==> src/rtl/uart_regif_pkg.sv <==
package uart_regif_pkg;

   typedef enum logic [2:0] {
      OFS_DATA  = 3'd0,
      OFS_IER   = 3'd1,
      OFS_IDENT = 3'd2,
      OFS_LCR   = 3'd3,
      OFS_MCR   = 3'd4,
      OFS_LSR   = 3'd5,
      OFS_MSR   = 3'd6,
      OFS_SCR   = 3'd7
   } reg_ofs_e;

   // one-hot address hit after bank selection
   typedef struct packed {
      logic data;
      logic div_lo;
      logic div_hi;
      logic ier;
      logic ident;
      logic lcr;
      logic mcr;
      logic lsr;
      logic msr;
      logic scr;
   } reg_hit_t;

   localparam int unsigned ERR_FLAGS = 4;

endpackage

==> src/rtl/uart_regif_decode.sv <==
module uart_regif_decode
   import uart_regif_pkg::*;
(
   input  logic [2:0] offset_i,
   input  logic       bank_i,
   output reg_hit_t   hit_o
);
   always_comb begin
      hit_o = '0;
      unique case (reg_ofs_e'(offset_i))
         OFS_DATA:  if (bank_i) hit_o.div_lo = 1'b1; else hit_o.data = 1'b1;
         OFS_IER:   if (bank_i) hit_o.div_hi = 1'b1; else hit_o.ier  = 1'b1;
         OFS_IDENT: hit_o.ident = 1'b1;
         OFS_LCR:   hit_o.lcr   = 1'b1;
         OFS_MCR:   hit_o.mcr   = 1'b1;
         OFS_LSR:   hit_o.lsr   = 1'b1;
         OFS_MSR:   hit_o.msr   = 1'b1;
         OFS_SCR:   hit_o.scr   = 1'b1;
         default:   hit_o = '0;
      endcase
   end
endmodule

==> src/rtl/uart_regif_regs.sv <==
module uart_regif_regs #(
   parameter int unsigned DATA_W      = 8,
   parameter bit          HAS_SCRATCH = 1'b1
) (
   input  logic              clk_i,
   input  logic              rst_ni,
   input  logic              wr_i,
   input  logic [DATA_W-1:0] wdata_i,
   input  logic              sel_ier_i,
   input  logic              sel_lcr_i,
   input  logic              sel_mcr_i,
   input  logic              sel_dlo_i,
   input  logic              sel_dhi_i,
   input  logic              sel_scr_i,
   output logic [DATA_W-1:0] ier_o,
   output logic [DATA_W-1:0] lcr_o,
   output logic [DATA_W-1:0] mcr_o,
   output logic [DATA_W-1:0] dlo_o,
   output logic [DATA_W-1:0] dhi_o,
   output logic [DATA_W-1:0] scr_o
);
   always_ff @(posedge clk_i) begin
      if (!rst_ni) begin
         ier_o <= '0;
         lcr_o <= '0;
         mcr_o <= '0;
         dlo_o <= '0;
         dhi_o <= '0;
      end else if (wr_i) begin
         if (sel_ier_i) ier_o <= wdata_i;
         if (sel_lcr_i) lcr_o <= wdata_i;
         if (sel_mcr_i) mcr_o <= wdata_i;
         if (sel_dlo_i) dlo_o <= wdata_i;
         if (sel_dhi_i) dhi_o <= wdata_i;
      end
   end

   generate
      if (HAS_SCRATCH) begin : g_scratch
         logic [DATA_W-1:0] scr_q;
         always_ff @(posedge clk_i) begin
            if (!rst_ni)                 scr_q <= '0;
            else if (wr_i && sel_scr_i)  scr_q <= wdata_i;
         end
         assign scr_o = scr_q;
      end else begin : g_no_scratch
         assign scr_o = '0;
      end
   endgenerate
endmodule

==> src/rtl/uart_regif_lsr.sv <==
module uart_regif_lsr #(
   parameter int unsigned ERR_W = 4
) (
   input  logic             clk_i,
   input  logic             rst_ni,
   input  logic [ERR_W-1:0] set_i,
   input  logic             clr_i,
   output logic [ERR_W-1:0] err_o
);
   // a set in the clearing cycle wins, so no event is lost
   for (genvar g = 0; g < ERR_W; g++) begin : g_flag
      always_ff @(posedge clk_i) begin
         if (!rst_ni)        err_o[g] <= 1'b0;
         else if (set_i[g])  err_o[g] <= 1'b1;
         else if (clr_i)     err_o[g] <= 1'b0;
      end
   end
endmodule

==> src/rtl/uart_regif.sv <==
module uart_regif
   import uart_regif_pkg::*;
#(
   parameter int unsigned DATA_W      = 8,
   parameter int unsigned BANK_BIT    = 7,
   parameter bit          HAS_SCRATCH = 1'b1,
   localparam int unsigned DIV_W      = 2 * DATA_W
) (
   input  logic                 clk_i,
   input  logic                 rst_ni,
   input  logic [2:0]           offset_i,
   input  logic                 rd_i,
   input  logic                 wr_i,
   input  logic [DATA_W-1:0]    wdata_i,
   output logic [DATA_W-1:0]    rdata_o,
   input  logic [DATA_W-1:0]    rx_data_i,
   output logic                 rx_pop_o,
   output logic [DATA_W-1:0]    tx_data_o,
   output logic                 tx_push_o,
   input  logic [DATA_W-1:0]    iir_i,
   output logic [DATA_W-1:0]    fcr_o,
   output logic                 fcr_we_o,
   input  logic                 rx_ready_i,
   input  logic                 thre_i,
   input  logic                 temt_i,
   input  logic                 rx_fifo_err_i,
   input  logic [ERR_FLAGS-1:0] err_set_i,
   input  logic [DATA_W-1:0]    msr_i,
   output logic [DATA_W-1:0]    ier_o,
   output logic [DATA_W-1:0]    lcr_o,
   output logic [DATA_W-1:0]    mcr_o,
   output logic [DIV_W-1:0]     divisor_o
);
   generate
      if (DATA_W < 8) begin : g_chk_width
         $error("uart_regif: DATA_W must be at least 8");
      end
      if (BANK_BIT >= DATA_W) begin : g_chk_bank
         $error("uart_regif: BANK_BIT outside LCR");
      end
   endgenerate

   reg_hit_t              hit;
   logic [DATA_W-1:0]     scr, dlo, dhi;
   logic [ERR_FLAGS-1:0]  lsr_err;
   logic [DATA_W-1:0]     lsr_view;

   uart_regif_decode u_decode (
      .offset_i (offset_i),
      .bank_i   (lcr_o[BANK_BIT]),
      .hit_o    (hit)
   );

   uart_regif_regs #(.DATA_W(DATA_W), .HAS_SCRATCH(HAS_SCRATCH)) u_regs (
      .clk_i     (clk_i),
      .rst_ni    (rst_ni),
      .wr_i      (wr_i),
      .wdata_i   (wdata_i),
      .sel_ier_i (hit.ier),
      .sel_lcr_i (hit.lcr),
      .sel_mcr_i (hit.mcr),
      .sel_dlo_i (hit.div_lo),
      .sel_dhi_i (hit.div_hi),
      .sel_scr_i (hit.scr),
      .ier_o     (ier_o),
      .lcr_o     (lcr_o),
      .mcr_o     (mcr_o),
      .dlo_o     (dlo),
      .dhi_o     (dhi),
      .scr_o     (scr)
   );

   uart_regif_lsr #(.ERR_W(ERR_FLAGS)) u_lsr (
      .clk_i  (clk_i),
      .rst_ni (rst_ni),
      .set_i  (err_set_i),
      .clr_i  (rd_i & hit.lsr),
      .err_o  (lsr_err)
   );

   assign lsr_view  = DATA_W'({rx_fifo_err_i, temt_i, thre_i, lsr_err, rx_ready_i});
   assign divisor_o = {dhi, dlo};
   assign tx_data_o = wdata_i;
   assign fcr_o     = wdata_i;
   assign tx_push_o = wr_i & hit.data;
   assign rx_pop_o  = rd_i & hit.data;
   assign fcr_we_o  = wr_i & hit.ident;

   // AND-OR read mux over the one-hot hit vector
   always_comb begin
      rdata_o = ({DATA_W{hit.data}}   & rx_data_i)
              | ({DATA_W{hit.div_lo}} & dlo)
              | ({DATA_W{hit.div_hi}} & dhi)
              | ({DATA_W{hit.ier}}    & ier_o)
              | ({DATA_W{hit.ident}}  & iir_i)
              | ({DATA_W{hit.lcr}}    & lcr_o)
              | ({DATA_W{hit.mcr}}    & mcr_o)
              | ({DATA_W{hit.lsr}}    & lsr_view)
              | ({DATA_W{hit.msr}}    & msr_i)
              | ({DATA_W{hit.scr}}    & scr);
   end
endmodule

==> config.mk <==
export PLATFORM = sky130hd
export DESIGN_NAME = uart_regif
export DESIGN_NICKNAME = d
export VERILOG_FILES = /design/src/rtl/uart_regif_pkg.sv /design/src/rtl/uart_regif_decode.sv /design/src/rtl/uart_regif_regs.sv /design/src/rtl/uart_regif_lsr.sv /design/src/rtl/uart_regif.sv
export SDC_FILE = /design/constraint.sdc
export NUM_CORES = 1
export LEC_CHECK = 0
export ABC_CLOCK_PERIOD_IN_PS = 3070
export BUFFER_PORTS_ARGS = -buffer_cell sky130_fd_sc_hd__buf_4
export CAP_MARGIN = 20
export CORE_MARGIN = 4
export CORE_UTILIZATION = 53
export CTS_CLUSTER_SIZE = 20
export DETAILED_ROUTE_END_ITERATION = 8
export GPL_TIMING_DRIVEN = 0
export HOLD_SLACK_MARGIN = 0.15
export PLACE_DENSITY_LB_ADDON = 0.15
export SLEW_MARGIN = 30
export SYNTH_ARGS = -nofsm -noshare
export SYNTH_HDL_FRONTEND = slang
export SYNTH_SLANG_ARGS = --single-unit
==> constraint.sdc <==
create_clock -name clk_i -period 3.07 [get_ports clk_i]
set_input_delay 0.4605 -clock clk_i [delete_from_list [all_inputs] [get_ports clk_i]]
set_output_delay 0.4605 -clock clk_i [all_outputs]
set_load 0.1 [all_outputs]
== Word-level counts from Yosys, hierarchy flattened ==
Index checks and enable logic that the tools add are counted.
Word-level totals
  logic and storage cells: 66
  input port bits: 47
  register bits after elaboration: 52
  output and inout bits: 67
Operators by class
  muxes and demuxes: 15
  equality and inequality tests: 7
  bitwise logic cells: 23
  reductions and logical operators: 11
Operators with widths (number)
  $and 8x8->8: 10
  $or 8x8->8: 9
  $mux 1: 13
  $eq 3x3->1 const B: 4
  $reduce_and 2->1: 5
  $reduce_bool 2->1: 4
  $eq 3x2->1 const B: 2
  $and 1x1->1: 4
  $mux 2: 2
  $eq 3x1->1 const B: 1
  $logic_not 3->1: 1
  $logic_and 1x1->1: 1

== Logic depth before layout (Yosys ltp) ==
  word-level depth: 12
  depth in mapped cells: 6
  gate-level depth less buffers: 3

== By module ==
A second synthesis with hierarchy kept.
Second synthesis, totals
  cells, all modules: 268
  area, all modules: 2672.6 um^2
By module, submodules not included
  uart_regif_regs: instances 1, cells each 165, sequential area each 960.9 um^2, area an instance 1754.2 um^2
  uart_regif: instances 1, cells each 78, sequential area each 0.0 um^2, area an instance 626.9 um^2
  uart_regif_decode: instances 1, cells each 13, sequential area each 0.0 um^2, area an instance 156.4 um^2
  uart_regif_lsr: instances 1, cells each 12, sequential area each 80.1 um^2, area an instance 135.1 um^2

== Least setup slack after synthesis ==
Ideal clock, no wire load.
  kind: input port to output port
  from: in offset_i[2]
  to: out tx_push_o
  required time: 2609 ps
  slack: -512 ps
  stages on the path: 6
  arrival: 3122 ps
  buffers on the path: 3
  cell sequence: buf_4 > buf_2 > inv_1 > buf_2 > nand2_1 > nor3_1
Between the ends
  word-level cells in the longest chain between the ends: 3
Ends and longest elaborated chain
  from (decl): line uart_regif.sv:11  | input logic [2:0] offset_i,
  $logic_not 3->1: line uart_regif_decode.sv:10  | unique case (reg_ofs_e'(offset_i))
  $mux 2: line uart_regif_decode.sv:10
  $and 1x1->1: line uart_regif.sv:85  | assign tx_push_o = wr_i & hit.data;
  to (decl): line uart_regif.sv:19  | output logic tx_push_o,
Every way passes these cells.

== Worst setup path after layout ==
  from: in offset_i[1]
  to: out rdata_o[7]
Between the ends
  word-level cells in the longest chain between the ends: 12
  elaborated cells on any way between the ends: 35
  classes of those cells: 7 x eq/ne; 8 x mux; 19 x bitwise; 1 x reduce/logical
Ends and longest elaborated chain
  $logic_not 3->1: line uart_regif_decode.sv:10
  $mux 2: line uart_regif_decode.sv:10
  $and 8x8->8 (on tied branches): line uart_regif.sv:91, uart_regif.sv:92
  $or 8x8->8: line uart_regif.sv:92  | | ({DATA_W{hit.div_lo}} & dlo)
  $or 8x8->8: line uart_regif.sv:93  | | ({DATA_W{hit.div_hi}} & dhi)
  $or 8x8->8: line uart_regif.sv:94  | | ({DATA_W{hit.ier}} & ier_o)
  $or 8x8->8: line uart_regif.sv:95  | | ({DATA_W{hit.ident}} & iir_i)
  $or 8x8->8: line uart_regif.sv:96  | | ({DATA_W{hit.lcr}} & lcr_o)
  $or 8x8->8: line uart_regif.sv:97  | | ({DATA_W{hit.mcr}} & mcr_o)
  $or 8x8->8: line uart_regif.sv:98  | | ({DATA_W{hit.lsr}} & lsr_view)
  $or 8x8->8: line uart_regif.sv:99  | | ({DATA_W{hit.msr}} & msr_i)
  $or 8x8->8 *: line uart_regif.sv:100  | | ({DATA_W{hit.scr}} & scr);
  to (decl): line uart_regif.sv:15  | output logic [DATA_W-1:0] rdata_o,
Mark *: on every way between the ends. The rest lies on a longest branch, timed or not.

==> impl_metrics.json <==
{
  "status": "complete, no violations",
  "ctsHoldBuffers": 0,
  "cts_buffer_depth": 2,
  "hpwl_um": 7740,
  "fin_nets": 514,
  "route.detailed.drc": 0,
  "die_h_um": 83.1,
  "r2r_end": "u_regs.dlo_o[7]",
  "synth_fa_ha_area_frac": 0,
  "multiInputGateArea_um2": 1670,
  "die_width_um": 83.1,
  "r2r_cells": 4,
  "yosysUniqueCellTypes": 40,
  "vdd_drop_max_uv": 235,
  "clock_latency_ns": 0.32,
  "slew_violations": 0,
  "stdcell_count": 540,
  "r2r_slack_ns": 1.52,
  "min_path_type": "in -> reg",
  "end_kind": "output pin",
  "postCtsSetupRepairBufs": 0,
  "cts-buffers-inserted": 5,
  "diodes": 0,
  "grt_pass1_wl_um": 16100,
  "clock-sinks": 52,
  "critPathLaunchType": "input pin",
  "num_rows": 27,
  "synth-edff-count": 0,
  "core_um2": 5510,
  "io_pins": 114,
  "setup.worst_path.end": "rdata_o[7]",
  "grt_antenna_before_repair": 0,
  "slew_headroom": 0.664,
  "post_drt_via_cell_ratio": 5.96,
  "yosys_register_bits": 52,
  "wl_per_cell_um": 19.3,
  "p_leak_nw": 1.74,
  "synth_compound_area_frac": 0.226,
  "cp_max_fo": 10,
  "place_ws_ns": 0.643,
  "gp_congestion": 0.975,
  "dr_total_vias": 3220,
  "grt_pass1_vias": 3134,
  "final_common_cell": "buf_4",
  "synth-warning-count": 0,
  "io_buffers": 111,
  "path_class": "in -> out",
  "muxShareOfSynthArea": 0.127,
  "design_area_um2": 4050,
  "grt_max_degree": 17,
  "worstPathRequired_ns": 2.61,
  "tritoncts": "done",
  "synth_xor_xnor_area_share": 0,
  "final.setup.tns_ns": 0,
  "cts_root_buf": "clkbuf_8",
  "cap_violations": 0,
  "ant_nets": 0,
  "die_area_um2": 6910,
  "r2r-start": "u_regs.lcr_o[7]",
  "rsz0062_at_grt": "no",
  "routed_wl_um": 10400,
  "post_cts_resized": 0,
  "hold-worst-slack_ns": 0.374,
  "cp.arrival_ns": 2.01,
  "worst_slack_ns": 0.603,
  "dr.pass1.iters": 5,
  "crit_path_start": "offset_i[1]",
  "fin_crit_sh": 0.804,
  "hold_viol": 0,
  "ys.flop_type": "dfxtp_1",
  "cts.clk_slew.worst_paths_ns": 0.09,
  "power.density_nw_per_um2": 416,
  "layout_common_cells": "buf_4 (135), dfxtp_1 (52), nand2_1 (40), a21boi_1 (40), nand3_1 (33)",
  "overflow": 0,
  "syn_area_um2": 2990,
  "htreeDepth": 2,
  "fmax_ghz": 0.405,
  "worst_pin_slew_ns": 0.504,
  "start_util": 0.544,
  "synth_seq_area_share": 0.348,
  "synthesis.nets": 396,
  "setup-violations-final": 0,
  "period_needed_ns": 2.47,
  "synth_top_family_by_area": "compound AO/OA/AOI/OAI gates",
  "regArea_um2": 1040,
  "syn2layout_area_growth_pct": 35.4,
  "postSynthCellCount": 349,
  "syn_avg_cell_area_um2": 8.58,
  "synthSimpleGateAreaFrac": 0.196,
  "skew_ns": 0.00446,
  "grt_usage": 0.293,
  "place_area_um2": 3940,
  "async_flop_share": 0,
  "drive_gt1_frac": 0.359,
  "n_fill_cell": 471,
  "dp.cells": 532,
  "dr.first_iter.drc_count": 241
}
-- where the power goes --
group	total, mW	internal (mW)	switching, mW
clock network	0.483	0.242	0.241
logic	0.507	0.154	0.353
registers	0.696	0.687	0.00922
total	1.69	1.08	0.604
-- worst max-delay path, cell delays in order --
cell and delay (ns):
buf_4 0.13, buf_2 0.17, buf_4 0.19, nor2_1 0.34, nand3_1 0.23, o2111ai_2 0.15
buf_4 0.33
-- stage by stage --
| step | power (mW) | utilization |
|---|---|---|
| detailed placement | 1.21 | 0.716 |
| global route | 1.74 | 0.736 |
| finish | 1.69 | 0.736 |
| CTS | 1.68 | 0.736 |
| floorplan | 1.07 | - |
| global placement | 1.21 | 0.716 |
-- how the worst min path moves through the flow --
stage                    start         endpoint  slack [ns]  depth (start not counted)
3_5_place_dp   u_regs.scr_o[0]  u_regs.scr_o[0]        0.45                          2
3_3_place_gp   u_regs.scr_o[0]  u_regs.scr_o[0]        0.44                          2
4_1_cts           err_set_i[0]   u_lsr.err_o[0]        0.37                          3
5_1_grt           err_set_i[3]   u_lsr.err_o[3]        0.40                          3
6_report          err_set_i[0]   u_lsr.err_o[0]        0.37                          3
2_1_floorplan  u_regs.scr_o[6]  u_regs.scr_o[6]        0.43                          2
-- logic make-up (layout without fill, tap and decap cells) --
| kind of cell | after synthesis | after routing |
|---|---|---|
| AO/OA/AOI/OAI | 99 | 99 |
| buffers and inverters | 50 | 169 |
| flip-flops | 52 | 52 |
| multiplexers | 37 | 37 |
| AND/OR/NAND/NOR | 111 | 111 |
-- cells in the mapped netlist, types with 3 or more instances --
master,number,area [µm²]
o21ai_0,28,140
a22oi_1,4,30.0
clkbuf_1,9,33.8
buf_2,11,55.1
a221oi_1,3,26.3
nand2b_1,3,18.8
mux2_1,3,33.8
nand2_1,40,150
a21oi_1,7,35.0
o22ai_1,4,25.0
dfxtp_1,52,1040
nand3b_1,4,30.0
mux2_2,5,56.3
a211o_1,4,35.0
o22a_1,4,35.0
buf_4,24,180
a21boi_1,40,300
nor2b_1,14,87.6
nand3_1,33,165
mux2i_1,29,290
o2111ai_1,3,26.3
-- registers in the layout, summed over array words and instances (netlist names) --
signal        count
u_regs.dhi_o      8
u_regs.dlo_o      8
u_regs.ier_o      8
u_regs.lcr_o      8
u_regs.mcr_o      8
u_regs.scr_o      8
u_lsr.err_o       4
-- per-layer routing --
metal	share of wire	routed length, µm	GRT usage
met2	0.46	4770	0.461
met3	0.11	1120	0.0685
met4	0.050	522	0.159
met5	0	0	0
met1	0.38	4010	0.370
-- layout make-up --
| type | count | area share |
|---|---|---|
| clock buffer | 5 | 0.0170 |
| timing repair buffer | 111 | 0.206 |
| clock inverter | 3 | 0.0105 |
| inverter | 2 | 0.00185 |
| sequential | 52 | 0.257 |
| multi-input combinational | 247 | 0.412 |
| tap | 72 | 0.0222 |
| buffer | 48 | 0.0738 |
(Power assumes the default switching activity.)
